===== src/rtl/fdw_pkg.sv =====
package fdw_pkg;
    typedef enum logic [1:0] {
        ST_CENTER = 2'd0,
        ST_MARK   = 2'd1,
        ST_SPACE  = 2'd2
    } fdw_state_e;

    localparam int SLOT_CENTER = 0;
    localparam int SLOT_MARK   = 1;
    localparam int SLOT_SPACE  = 2;
    localparam int NUM_SLOTS   = 3;
endpackage


===== src/rtl/fdw_bank.sv =====
module fdw_bank #(
    parameter int INT_W      = 4,
    parameter int FRAC_W     = 12,
    parameter int INT_OFFSET = 16,
    parameter int INT_MIN    = 19,
    parameter int INT_MAX    = 28,
    parameter int RESET_INT  = 24,
    parameter int NUM_RATIO  = 3,
    parameter int ADDR_W     = 3
) (
    input  logic                                   clk,
    input  logic                                   rst_n,
    input  logic                                   wr_en,
    input  logic [ADDR_W-1:0]                      wr_addr,
    input  logic [(INT_W+FRAC_W)/2-1:0]            wr_data,
    output logic [NUM_RATIO-1:0][INT_W+FRAC_W-1:0] words
);
    localparam int WORD_W = INT_W + FRAC_W;
    localparam int BYTE_W = WORD_W / 2;
    localparam logic [INT_W-1:0]  FLD_MIN    = INT_W'(INT_MIN - INT_OFFSET);
    localparam logic [INT_W-1:0]  FLD_MAX    = INT_W'(INT_MAX - INT_OFFSET);
    localparam logic [WORD_W-1:0] RESET_WORD = WORD_W'(RESET_INT - INT_OFFSET) << FRAC_W;

    logic [INT_W-1:0]  hi_field;
    logic              hi_legal;
    logic [ADDR_W-2:0] slot;
    logic              is_hi;

    assign hi_field = wr_data[BYTE_W-1 -: INT_W];
    assign hi_legal = (hi_field >= FLD_MIN) && (hi_field <= FLD_MAX);
    assign slot     = wr_addr[ADDR_W-1:1];
    assign is_hi    = wr_addr[0];

    for (genvar gi = 0; gi < NUM_RATIO; gi++) begin : g_slot
        localparam logic [ADDR_W-2:0] SLOT_ID = (ADDR_W-1)'(gi);
        logic [BYTE_W-1:0] stage_q;
        logic [WORD_W-1:0] word_q;

        always_ff @(posedge clk or negedge rst_n) begin
            if (!rst_n) begin
                stage_q <= RESET_WORD[BYTE_W-1:0];
                word_q  <= RESET_WORD;
            end else if (wr_en && (slot == SLOT_ID)) begin
                if (!is_hi) begin
                    stage_q <= wr_data;
                end else if (hi_legal) begin
                    word_q <= {wr_data, stage_q};
                end
            end
        end

        assign words[gi] = word_q;
    end
endmodule


===== src/rtl/fdw_mode_fsm.sv =====
module fdw_mode_fsm
    import fdw_pkg::*;
(
    input  logic       clk,
    input  logic       rst_n,
    input  logic       keying_fsk,
    input  logic       tx_bit,
    output logic [1:0] sel_idx
);
    fdw_state_e state_q, state_d;

    always_comb begin
        if (!keying_fsk) begin
            state_d = ST_CENTER;
        end else if (tx_bit) begin
            state_d = ST_MARK;
        end else begin
            state_d = ST_SPACE;
        end
    end

    always_ff @(posedge clk or negedge rst_n) begin
        if (!rst_n) begin
            state_q <= ST_CENTER;
        end else begin
            state_q <= state_d;
        end
    end

    always_comb begin
        unique case (state_q)
            ST_CENTER: sel_idx = 2'(SLOT_CENTER);
            ST_MARK:   sel_idx = 2'(SLOT_MARK);
            ST_SPACE:  sel_idx = 2'(SLOT_SPACE);
            default:   sel_idx = 2'(SLOT_CENTER);
        endcase
    end
endmodule


===== src/rtl/fdw_accum.sv =====
module fdw_accum #(
    parameter int INT_W      = 4,
    parameter int FRAC_W     = 12,
    parameter int INT_OFFSET = 16,
    parameter int RESET_INT  = 24,
    parameter int DIV_W      = 5
) (
    input  logic                    clk,
    input  logic                    rst_n,
    input  logic [INT_W+FRAC_W-1:0] word,
    output logic [DIV_W-1:0]        div_int
);
    localparam int WORD_W = INT_W + FRAC_W;

    logic [FRAC_W-1:0] acc_q;
    logic [FRAC_W:0]   sum;
    logic [DIV_W-1:0]  div_d;

    assign sum   = {1'b0, acc_q} + {1'b0, word[FRAC_W-1:0]};
    assign div_d = DIV_W'(INT_OFFSET) + DIV_W'(word[WORD_W-1:FRAC_W]) + DIV_W'(sum[FRAC_W]);

    always_ff @(posedge clk or negedge rst_n) begin
        if (!rst_n) begin
            acc_q   <= '0;
            div_int <= DIV_W'(RESET_INT);
        end else begin
            acc_q   <= sum[FRAC_W-1:0];
            div_int <= div_d;
        end
    end
endmodule


===== src/rtl/fdw_selector.sv =====
module fdw_selector
    import fdw_pkg::*;
#(
    parameter int INT_W      = 4,
    parameter int FRAC_W     = 12,
    parameter int INT_OFFSET = 16,
    parameter int INT_MIN    = 19,
    parameter int INT_MAX    = 28,
    parameter int RESET_INT  = 24,
    parameter int ADDR_W     = 3,
    parameter int DIV_W      = $clog2(INT_MAX + 2)
) (
    input  logic                        clk,
    input  logic                        rst_n,
    input  logic                        cfg_we,
    input  logic [ADDR_W-1:0]           cfg_addr,
    input  logic [(INT_W+FRAC_W)/2-1:0] cfg_wdata,
    input  logic                        keying_fsk,
    input  logic                        tx_bit,
    output logic [INT_W+FRAC_W-1:0]     ratio_word,
    output logic [DIV_W-1:0]            div_value
);
    localparam int WORD_W = INT_W + FRAC_W;

    logic [NUM_SLOTS-1:0][WORD_W-1:0] words;
    logic [WORD_W-1:0] ctr_word, mark_word, space_word;
    logic [1:0]        sel_idx;

    fdw_bank #(
        .INT_W(INT_W), .FRAC_W(FRAC_W), .INT_OFFSET(INT_OFFSET),
        .INT_MIN(INT_MIN), .INT_MAX(INT_MAX), .RESET_INT(RESET_INT),
        .NUM_RATIO(NUM_SLOTS), .ADDR_W(ADDR_W)
    ) u_bank (
        .clk(clk), .rst_n(rst_n), .wr_en(cfg_we), .wr_addr(cfg_addr),
        .wr_data(cfg_wdata), .words(words)
    );

    assign ctr_word   = words[SLOT_CENTER];
    assign mark_word  = words[SLOT_MARK];
    assign space_word = words[SLOT_SPACE];

    fdw_mode_fsm u_fsm (
        .clk(clk), .rst_n(rst_n), .keying_fsk(keying_fsk),
        .tx_bit(tx_bit), .sel_idx(sel_idx)
    );

    always_comb begin
        unique case (sel_idx)
            2'(SLOT_MARK):  ratio_word = mark_word;
            2'(SLOT_SPACE): ratio_word = space_word;
            default:        ratio_word = ctr_word;
        endcase
    end

    fdw_accum #(
        .INT_W(INT_W), .FRAC_W(FRAC_W), .INT_OFFSET(INT_OFFSET),
        .RESET_INT(RESET_INT), .DIV_W(DIV_W)
    ) u_accum (
        .clk(clk), .rst_n(rst_n), .word(ratio_word), .div_int(div_value)
    );
endmodule


===== config.mk =====
export PLATFORM = sky130hd
export DESIGN_NAME = fdw_selector
export DESIGN_NICKNAME = d
export VERILOG_FILES = /design/src/rtl/fdw_pkg.sv /design/src/rtl/fdw_bank.sv /design/src/rtl/fdw_mode_fsm.sv /design/src/rtl/fdw_accum.sv /design/src/rtl/fdw_selector.sv
export SDC_FILE = /design/constraint.sdc
export NUM_CORES = 1
export LEC_CHECK = 0
export ABC_CLOCK_PERIOD_IN_PS = 4150
export BUFFER_PORTS_ARGS = -buffer_cell sky130_fd_sc_hd__buf_2
export CAP_MARGIN = 20
export CORE_ASPECT_RATIO = 0.6
export CORE_UTILIZATION = 59
export CTS_CLUSTER_SIZE = 20
export DETAILED_ROUTE_END_ITERATION = 10
export GPL_ROUTABILITY_DRIVEN = 0
export PLACE_DENSITY_LB_ADDON = 0.05
export SYNTH_ARGS = -nofsm -noshare
export SYNTH_HDL_FRONTEND = slang
export SYNTH_SLANG_ARGS = --single-unit

===== constraint.sdc =====
create_clock -name clk -period 4.15 [get_ports clk]
set_input_delay 0.83 -clock clk [delete_from_list [all_inputs] [get_ports clk]]
set_output_delay 0.83 -clock clk [all_outputs]
set_load 0.02 [all_outputs]

==> Yosys cells after proc, flatten, opt, wreduce, memory -nomap -nowiden <==
Cells that the tools add are included.
{ "word_totals": {"regBits": 91, "wordCells": 36, "output_inout_bits": 21, "input_bits": 16} }
{ "op_classes": {"n_mux": 4, "n_bitwise": 1, "n_eq_ne": 6, "addsub": 3, "magnitude_cmp": 2, "n_reduce_logical": 11} }
{ "ops": {"columns": ["operator", "n"], "rows": [
  ["case mux 16 bit (2 select lines)", 1],
  ["adder 12 x 12 -> 13 bit", 1],
  ["AND reduction 3 bit", 3],
  ["== test 2 x 1 -> 1 bit (second input constant)", 3],
  ["== test 2 bit (second input constant)", 3],
  ["AND reduction 2 bit", 3],
  ["adder 5 x 1 -> 5 bit", 1],
  ["adder 5 x 4 -> 5 bit (first input constant)", 1],
  ["greater-or-equal comparator 4 x 2 -> 1 bit (second input constant)", 1],
  ["<= comparator 4 bit (second input constant)", 1],
  ["logical AND 1 bit", 4],
  ["two-way mux 2 bit", 2],
  ["case mux 2 bit (2 select lines)", 1],
  ["logical NOT 2 bit", 1],
  ["inverter 1 bit", 1]
]} }

==> Logic depth before layout (Yosys ltp) <==
Gate-level depths: netlist of the first run.
{ "logic_depth": {"ltp_word": 6, "depth_mapped": 17} }

==> Cells and area by module <==
A second synthesis of the first run with hierarchy kept.
{ "unflattened": {"hier_cells": 318, "hier_area_um2": 4340.4} }
{ "by_module_without_submodules": {"columns": ["module", "instances", "seq_area_each_um2", "area_per_inst_um2", "cells_per_inst"], "rows": [
  ["fdw_bank", 1, 1805.5, 2816.5, 159],
  ["fdw_accum", 1, 427.9, 1024.7, 94],
  ["fdw_selector", 1, 0.0, 419.2, 59],
  ["fdw_mode_fsm", 1, 50.0, 80.1, 6]
]} }

==> Worst setup path before layout of the first run <==
No wires, ideal clock.
{ "synth_timing": {"path_kind": "register to register", "startpoint": "reg u_fsm.state_q[0]", "endpoint": "reg u_accum.div_int[2]", "required_time_ns": 3.996, "synth_period_minus_slack_ns": 3.808, "setup_ns": 0.154, "arrival_ns": 3.654, "slack_ns": 0.342, "path_buffers": 2, "path_stages_with_launch": 16, "cell_sequence": "dfrtp_1 inv_1 ha_1 clkbuf_1 clkbuf_1 a22oi_1 o21ai_0 ha_1 nor2b_1 o31a_1 nor3_1 o211ai_1 a31o_2 ha_1 ha_1 xor2_1"} }
{ "synth_via": {"elab_chain_len": 6} }
{ "synth_lines": {"columns": ["item", "line_no", "source"], "rows": [
  ["from (decl)", "fdw_mode_fsm.sv:10", "fdw_state_e state_q, state_d;"],
  ["from (signal assigned)", "fdw_mode_fsm.sv:26", "state_q <= state_d;"],
  ["== test 2 bit / == test 2 x 1 -> 1 bit (equally long branches)", "fdw_mode_fsm.sv:31", "unique case (state_q)"],
  ["case mux 2 bit (2 select lines) (*)", "fdw_mode_fsm.sv:31", null],
  ["== test 2 bit / == test 2 x 1 -> 1 bit (equally long branches)", "fdw_selector.sv:48", "unique case (sel_idx)"],
  ["case mux 16 bit (2 select lines) (*)", "fdw_selector.sv:48", null],
  ["via ratio_word[2]", "fdw_selector.sv:20", "output logic [INT_W+FRAC_W-1:0] ratio_word,"],
  ["adder 12 x 12 -> 13 bit (*)", "fdw_accum.sv:19", "assign sum = {1'b0, acc_q} + {1'b0, word[FRAC_W-1:0]};"],
  ["adder 5 x 1 -> 5 bit (*)", "fdw_accum.sv:20", "assign div_d = DIV_W'(INT_OFFSET) + DIV_W'(word[WORD_W-1:FRAC_W]) + DIV_W'(sum[FRAC_W]);"],
  ["via u_accum.div_d[2]", "fdw_accum.sv:17", "logic [DIV_W-1:0] div_d;"],
  ["to (signal assigned)", "fdw_accum.sv:25", "div_int <= DIV_W'(RESET_INT);"],
  ["to (signal assigned)", "fdw_accum.sv:28", "div_int <= div_d;"],
  ["to (decl)", "fdw_accum.sv:11", "output logic [DIV_W-1:0] div_int"]
]} }
Mark *: on every way through the listed nets, which the timed path passes. The rest lies on a longest branch.
A chain may end at the register's enable or synchronous reset.

==> Worst setup path after layout of the first run <==
{ "layout_timing": {"startpoint": "reg u_fsm.state_q[1]", "endpoint": "reg u_accum.div_int[2]"} }
{ "layout_via": {"elab_chain_len": 6} }
{ "layout_lines": {"columns": ["item", "line_no"], "rows": [
  ["== test 2 bit / == test 2 x 1 -> 1 bit (equally long branches)", "fdw_mode_fsm.sv:31"],
  ["case mux 2 bit (2 select lines) (*)", "fdw_mode_fsm.sv:31"],
  ["== test 2 bit / == test 2 x 1 -> 1 bit (equally long branches)", "fdw_selector.sv:48"],
  ["case mux 16 bit (2 select lines) (*)", "fdw_selector.sv:48"],
  ["adder 12 x 12 -> 13 bit / adder 5 x 4 -> 5 bit (equally long branches)", "fdw_accum.sv:19, fdw_accum.sv:20"],
  ["adder 5 x 1 -> 5 bit (*)", "fdw_accum.sv:20"],
  ["via u_accum.div_d[2]", "fdw_accum.sv:17"]
]} }
Marks and branches as above.

==> out/results.ini, run 1 <==
[sta]
finalCritPeriodShare_pct = 82.3
max_freq_mhz = 293
period_minus_slack_ns = 3.42
hold_viol = 0
slew_headroom_pct = 35.0
worstMarginPinSlew_ns = 0.970
drv_slew = 0
final-setup-viol-count = 0
fin_setup_tns_ns = 0
skew_ns = 0.00848
rsz0062_at_grt = false

[synthesis]
synth_compound_area_share_pct = 9.77
syn_inst = 330
synth_xor_area_share_pct = 1.66
synth_cell_types = 48
synth-adder-area-share_pct = 5.21
yosys.area_share.simple_pct = 7.25
synth_area_per_cell_um2 = 12.8
synth_seq_cells = 91
synth_ff_type = dfrtp_1
synth_largest_area_cell = dfrtp_1
yosys-mux-area-fraction_pct = 19.3
ys_seq_area_share_pct = 54.0
netlist_area_mm2 = 0.00423
syn_nets = 363
synth_top_family_by_area = multiplexers
yosys_warnings = 0
synth-async-reset-ratio_pct = 100
synth_area_leaders = dfrtp_1 51%, mux2_2 19%, ha_1 4.7%
synth_top_area_share_pct = 50.9
synth_edf_count = 0

[drt]
drt-pass1-iter-count = 8
post-route-drc-count = 6
drtAntennaViolNets = 0
drtIter0Drc = 167
wl_per_cell_um = 18.8
viasPerCell = 5.99
routed_wl_mm = 8.61
vias = 2749

[setup_path]
cp-end-kind = register
path_class = register to register
critPathBufInv = 1
cp.arrival_ns = 3.62
r2r_cells = 13
crit_cells = 13
max_stage_delay_ns = 0.47
cpMaxStageDelayCell = ha_1
critPathTopFamily = adder cells
crit_required_ns = 4.35
cp-start-kind = register
cp_max_fo = 21
path_cells = ha_1 -> buf_4 -> nand2_1 -> o21ai_0 -> ha_1 -> o21a_1 -> o31a_1 -> nor3_1 -> o211ai_1 -> a31o_2 -> ha_1 -> ha_1 -> xor2_1
timing.critical_path.mode_cell = ha_1

[grt]
antenna_found_initial = 0
grt_max_degree = 73
grt.overflow.total = 0
grt_first_pass_wirelength_mm = 13.8
grt_pass1_vias = 2585
grtUsageTotal_pct = 25.1

[floorplan]
core.rowCount = 23
die_width_um = 111
core_area_mm2 = 0.00679
die-height_um = 67.6
start_util_pct = 62.2
die-area_mm2 = 0.00752
boundaryPins = 37

[final_layout]
multiInputGateArea_mm2 = 0.00182
drive_gt1_share_pct = 37.6
finalInstanceArea_mm2 = 0.00476
n_fill_cell = 498
antennaDiodeCount = 0
final_common_cell = dfrtp_1
nets = 400
layout.area.seq_mm2 = 0.00228
layout_common_cells = 86 x dfrtp_1, 71 x mux2_2, 35 x buf_2
areaGrowthSynthToFinish_pct = 12.6

[run_status]
outcome = finished, violations left
violations = design-rule violations

[cts]
max-clock-path-buffers = 2
path_clk_slew_ns = 0.06
cts_tree = done
cts_resized = 0
h-tree-depth = 3
postCtsSetupBuffers = 0
cts_root_buf = clkbuf_16
cts_sinks = 91
numCtsBuffers = 9
clk_latency_ns = 0.34
hold_buffers = 0

[worst_hold_path]
hp-class = register to register
hold_depth = 1

[power]
power_density_mw_per_mm2 = 677
ir_worst_vdd_mv = 0.353
leakagePower_uw = 0.00215

[placement]
dp_hpwl_mm = 6.22
io_buffers = 36
place_area_mm2 = 0.00447

[run]
drv_cap = 0

[report_power, final]
group          total [µW]  internal [µW]  switching [µW]
clock                 800            468             333
sequential           1320           1180             139
combinational        1110            491             614
[cells in the mapped netlist (2+ instances only)]
master     number
a22oi_1        16
o21ai_1         2
clkbuf_1        9
a21o_1          3
nand2_1        21
mux2_2         71
o21ai_0        17
nand2b_1        3
nor3_2          3
o2111ai_1       2
dfrtp_1        86
a31oi_1         2
a21oi_1         6
inv_1           8
nor2_1          7
nor2b_1         4
buf_2           2
and2_1          2
ha_1           16
dfstp_2         5
o21a_1          2
nor3_1          2
o211ai_1        3
xnor2_1         5
buf_6           2
xor2_1          3
nand4_1         3
nand3_1         5
[state kept, by name (all words and copies together), names as in the netlist]
signal / count
u_bank.g_slot.word_q: 48
u_accum.acc_q: 12
u_fsm.state_q: 2
u_accum.div_int: 5
u_bank.g_slot.stage_q: 24
[final cells by class]
cell class	instances	area share (%)
clock buffers	10	4.81
repair buffers	41	4.63
clock inverters	6	1.37
flip-flops and latches	91	48.0
inverters	8	0.631
well taps	87	2.29
multi-input cells	216	38.3
[metrics by stage]
step                total power, µW  util, %  setup slack (ns)  hold WS [ns]  std cells
finish                         3220     70.1             0.734         0.503        459
floorplan                      2110        -             0.342         0.456        330
global placement               2390     65.8             0.895         0.464        443
global route                   3420     70.1             0.441         0.513        459
detailed placement             2430     65.8             0.770         0.480        443
CTS                            3230     70.1             0.746         0.505        459
[logic make-up after synthesis]
group	after synthesis
flops	91
compound gates	62
buf+inv	23
fa+ha+maj	17
mux	72
simple gates	57
xor+xnor	8
[layer usage]
metal  track usage [%]  vias up  wire [µm]
met3              7.18        7        531
li1                  -     1271          -
met1              36.6     1380       4330
met2              37.0       91       3670
met4              6.59        0         79
met5                 0        -          0
[worst paths after layout]
| check | start | to | slack [ns] |
|---|---|---|---|
| max | u_fsm.state_q[1] | u_accum.div_int[2] | 0.73 |
| min | u_bank.g_slot[2].stage_q[7] | u_bank.g_slot[2].word_q[7] | 0.50 |
| max reg2reg | u_fsm.state_q[1] | u_accum.div_int[2] | 0.73 |
| min reg2reg | u_bank.g_slot[2].stage_q[7] | u_bank.g_slot[2].word_q[7] | 0.50 |
| max in group asynchronous | rst_n | u_bank.g_slot[0].word_q[15] | 2.67 |
| min in group asynchronous | rst_n | u_bank.g_slot[0].stage_q[2] | 0.61 |
Note: power is estimated with default switching activity, not from simulation.
==> run 2, diff against run 1 <==
--- a/config.mk
+++ b/config.mk
@@ -5,7 +5,7 @@
 export SDC_FILE = /design/constraint.sdc
 export NUM_CORES = 1
 export LEC_CHECK = 0
-export ABC_CLOCK_PERIOD_IN_PS = 4150
+export ABC_CLOCK_PERIOD_IN_PS = 3400
 export BUFFER_PORTS_ARGS = -buffer_cell sky130_fd_sc_hd__buf_2
 export CAP_MARGIN = 20
 export CORE_ASPECT_RATIO = 0.6
==> constraint.sdc (replaced) <==
create_clock -name clk -period 3.4 [get_ports clk]
set_input_delay 0.68 -clock clk [delete_from_list [all_inputs] [get_ports clk]]
set_output_delay 0.68 -clock clk [all_outputs]
set_load 0.02 [all_outputs]
==> run 2 against run 1 <==
  * The flow still finishes with violations (design-rule violations)
  * Sequential share of layout area is 0.68 points lower
  * Die area stayed put
  * Global-route usage is 0.54 points higher
  * Wire length is 2.0% higher
  * Critical path type unchanged
  * Largest cell class unchanged
  * Highest routed layer unchanged
==> out/results.ini, run 2 (synthesis gave the netlist of run 1 again) <==
[final_layout]
nets = 408  ; +2.0%
areaGrowthSynthToFinish_pct = 14.3
final_common_cell = dfrtp_1
drive_gt1_share_pct = 40.8  ; +3.2 points
antennaDiodeCount = 0  ; unchanged
n_fill_cell = 475  ; -4.6%
post-route-util_pct = 71.1  ; +1.0 points
finalInstanceArea_mm2 = 0.00483  ; +1.4%
layout_common_cells = 86 x dfrtp_1, 71 x mux2_2, 35 x buf_2
top_register = u_bank.g_slot.word_q
largest_reg_flops = 48  ; unchanged
top_regs = u_bank.g_slot.word_q: 48 flops, u_bank.g_slot.stage_q: 24 flops, u_accum.acc_q: 12 flops

[sta]
finalCritPeriodShare_pct = 91.3  ; +9.0 points
max_freq_mhz = 322  ; +10%
rsz0062_at_grt = false
holdWs_ns = 0.341  ; -0.162 ns
period_minus_slack_ns = 3.11  ; -0.311 ns
worstMarginPinSlew_ns = 0.839  ; -0.131 ns
hold_viol = 0  ; unchanged
drv_slew = 0  ; unchanged
skew_ns = 0.00634  ; -0.00214 ns
fin_setup_tns_ns = 0  ; unchanged
final-setup-viol-count = 0  ; unchanged
slew_headroom_pct = 44.1  ; +9.1 points

[cts]
h-tree-depth = 3  ; unchanged
numCtsBuffers = 9  ; unchanged
max-clock-path-buffers = 2  ; unchanged
cts_sinks = 91  ; unchanged
clk_latency_ns = 0.33  ; about the same
postCtsSetupBuffers = 0  ; unchanged
path_clk_slew_ns = 0.06  ; about the same
cts_root_buf = clkbuf_16
hold_buffers = 0  ; unchanged
cts_resized = 0  ; unchanged
cts_tree = done

[drt]
viasPerCell = 5.94  ; -0.89%
wl_per_cell_um = 18.8  ; +0.27%
routed_wl_mm = 8.79  ; +2.0%
post-route-drc-count = 6  ; unchanged
vias = 2772  ; +0.84%
drtAntennaViolNets = 0  ; unchanged
drt-pass1-iter-count = 7  ; -1
drtIter0Drc = 192  ; +15%

[run_status]
outcome = finished, violations left
violations = design-rule violations

[setup_path]
path_class = register to register
cp-startpoint = u_fsm.state_q[1]
cp_max_fo = 8  ; -62%
cp.arrival_ns = 3.30  ; -0.32 ns
cp-start-kind = register
crit_required_ns = 3.60  ; -0.75 ns
cp-end-kind = register
r2r_start = u_fsm.state_q[1]

[placement]
io_buffers = 36  ; unchanged
place_area_mm2 = 0.00454  ; +1.6%
dp_hpwl_mm = 6.33  ; +1.8%

[grt]
grt_first_pass_wirelength_mm = 14.2  ; +2.7%
antenna_found_initial = 0  ; unchanged
grtUsageTotal_pct = 25.6  ; +0.54 points
grt_max_degree = 46  ; -37%
grt.overflow.total = 0  ; unchanged
grt_pass1_vias = 2635  ; +1.9%

[floorplan]
boundaryPins = 37  ; unchanged
die-height_um = 67.6  ; unchanged
start_util_pct = 62.2  ; unchanged
die-area_mm2 = 0.00752  ; unchanged
core_area_mm2 = 0.00679  ; unchanged
die_width_um = 111  ; unchanged
core.rowCount = 23  ; unchanged

[power]
total_power_uw = 3940  ; +22%
leakagePower_uw = 0.00218  ; +1.2%
power_density_mw_per_mm2 = 815  ; +20%
ir_worst_vdd_mv = 0.480  ; +36%

[run]
drv_cap = 0  ; unchanged

[worst_hold_path]
hp-class = input port to async pin

[run 2: cell types whose count changed in the layout (fill, tap and decap cells not counted), sizes merged]
cell | previous run | this run
buf | 41 | 49
bufinv | 1 | 0
clkbuf | 10 | 11
clkinvlp | 1 | 2
inv | 9 | 8
[run 2: final timing paths]
kind	slack [ns]	to	depth (start not counted)
worst min register to register	0.49	u_accum.acc_q[0]	1
min in group clk	0.49	u_accum.acc_q[0]	1
worst min-delay path	0.34	u_accum.acc_q[1]	1
worst max-delay path	0.29	u_accum.div_int[2]	15
max in group asynchronous	2.25	u_bank.g_slot[1].word_q[8]	2
worst max register to register	0.29	u_accum.div_int[2]	15
[run 2: power by group]
| group | leakage, µW | internal [µW] | switching (µW) |
|---|---|---|---|
| Clock | 0.000125 | 491 | 389 |
| Sequential | 0.00109 | 1440 | 166 |
| Combinational | 0.000958 | 659 | 793 |
| Total | 0.00218 | 2590 | 1350 |
[run 2: layer usage]
metal	track usage (%)	part of all wire, %	vias up
met5	0	0	-
met1	37.4	49	1395
li1	-	-	1295
met2	38.5	44	76
met3	7.36	6.2	6
met4	4.90	0.68	0
[run 2: per-stage QoR]
stage,setup slack (ns),std cells
after global placement,0.211,451
after global routing,0.0626,467
final,0.295,467
after detailed placement,0.139,451
after floorplan,0.0175,330
after CTS,0.0888,467
[run 2: worst max-delay path, cell delays in order, from the launching register on]
cell and delay [ns]:
dfrtp_1 0.38, inv_1 0.06, ha_2 0.22, a22oi_1 0.25
o21ai_2 0.10, ha_1 0.20, inv_1 0.07, fa_1 0.21
nor2b_1 0.09, o31a_1 0.27, nor3_2 0.17, o211ai_1 0.13
a31o_2 0.25, ha_1 0.20, ha_1 0.21, xor2_1 0.17
[run 2: cell type report]
cell class / instances / area [µm²] / share of cell area [%]
tap: 87 / 109 / 2.25
inverter: 8 / 30.0 / 0.622
clock inverter: 5 / 30.0 / 0.622
timing repair buffer: 49 / 280 / 5.80
sequential: 91 / 2280 / 47.3
clock buffer: 11 / 233 / 4.82
multi-input combinational: 216 / 1860 / 38.6
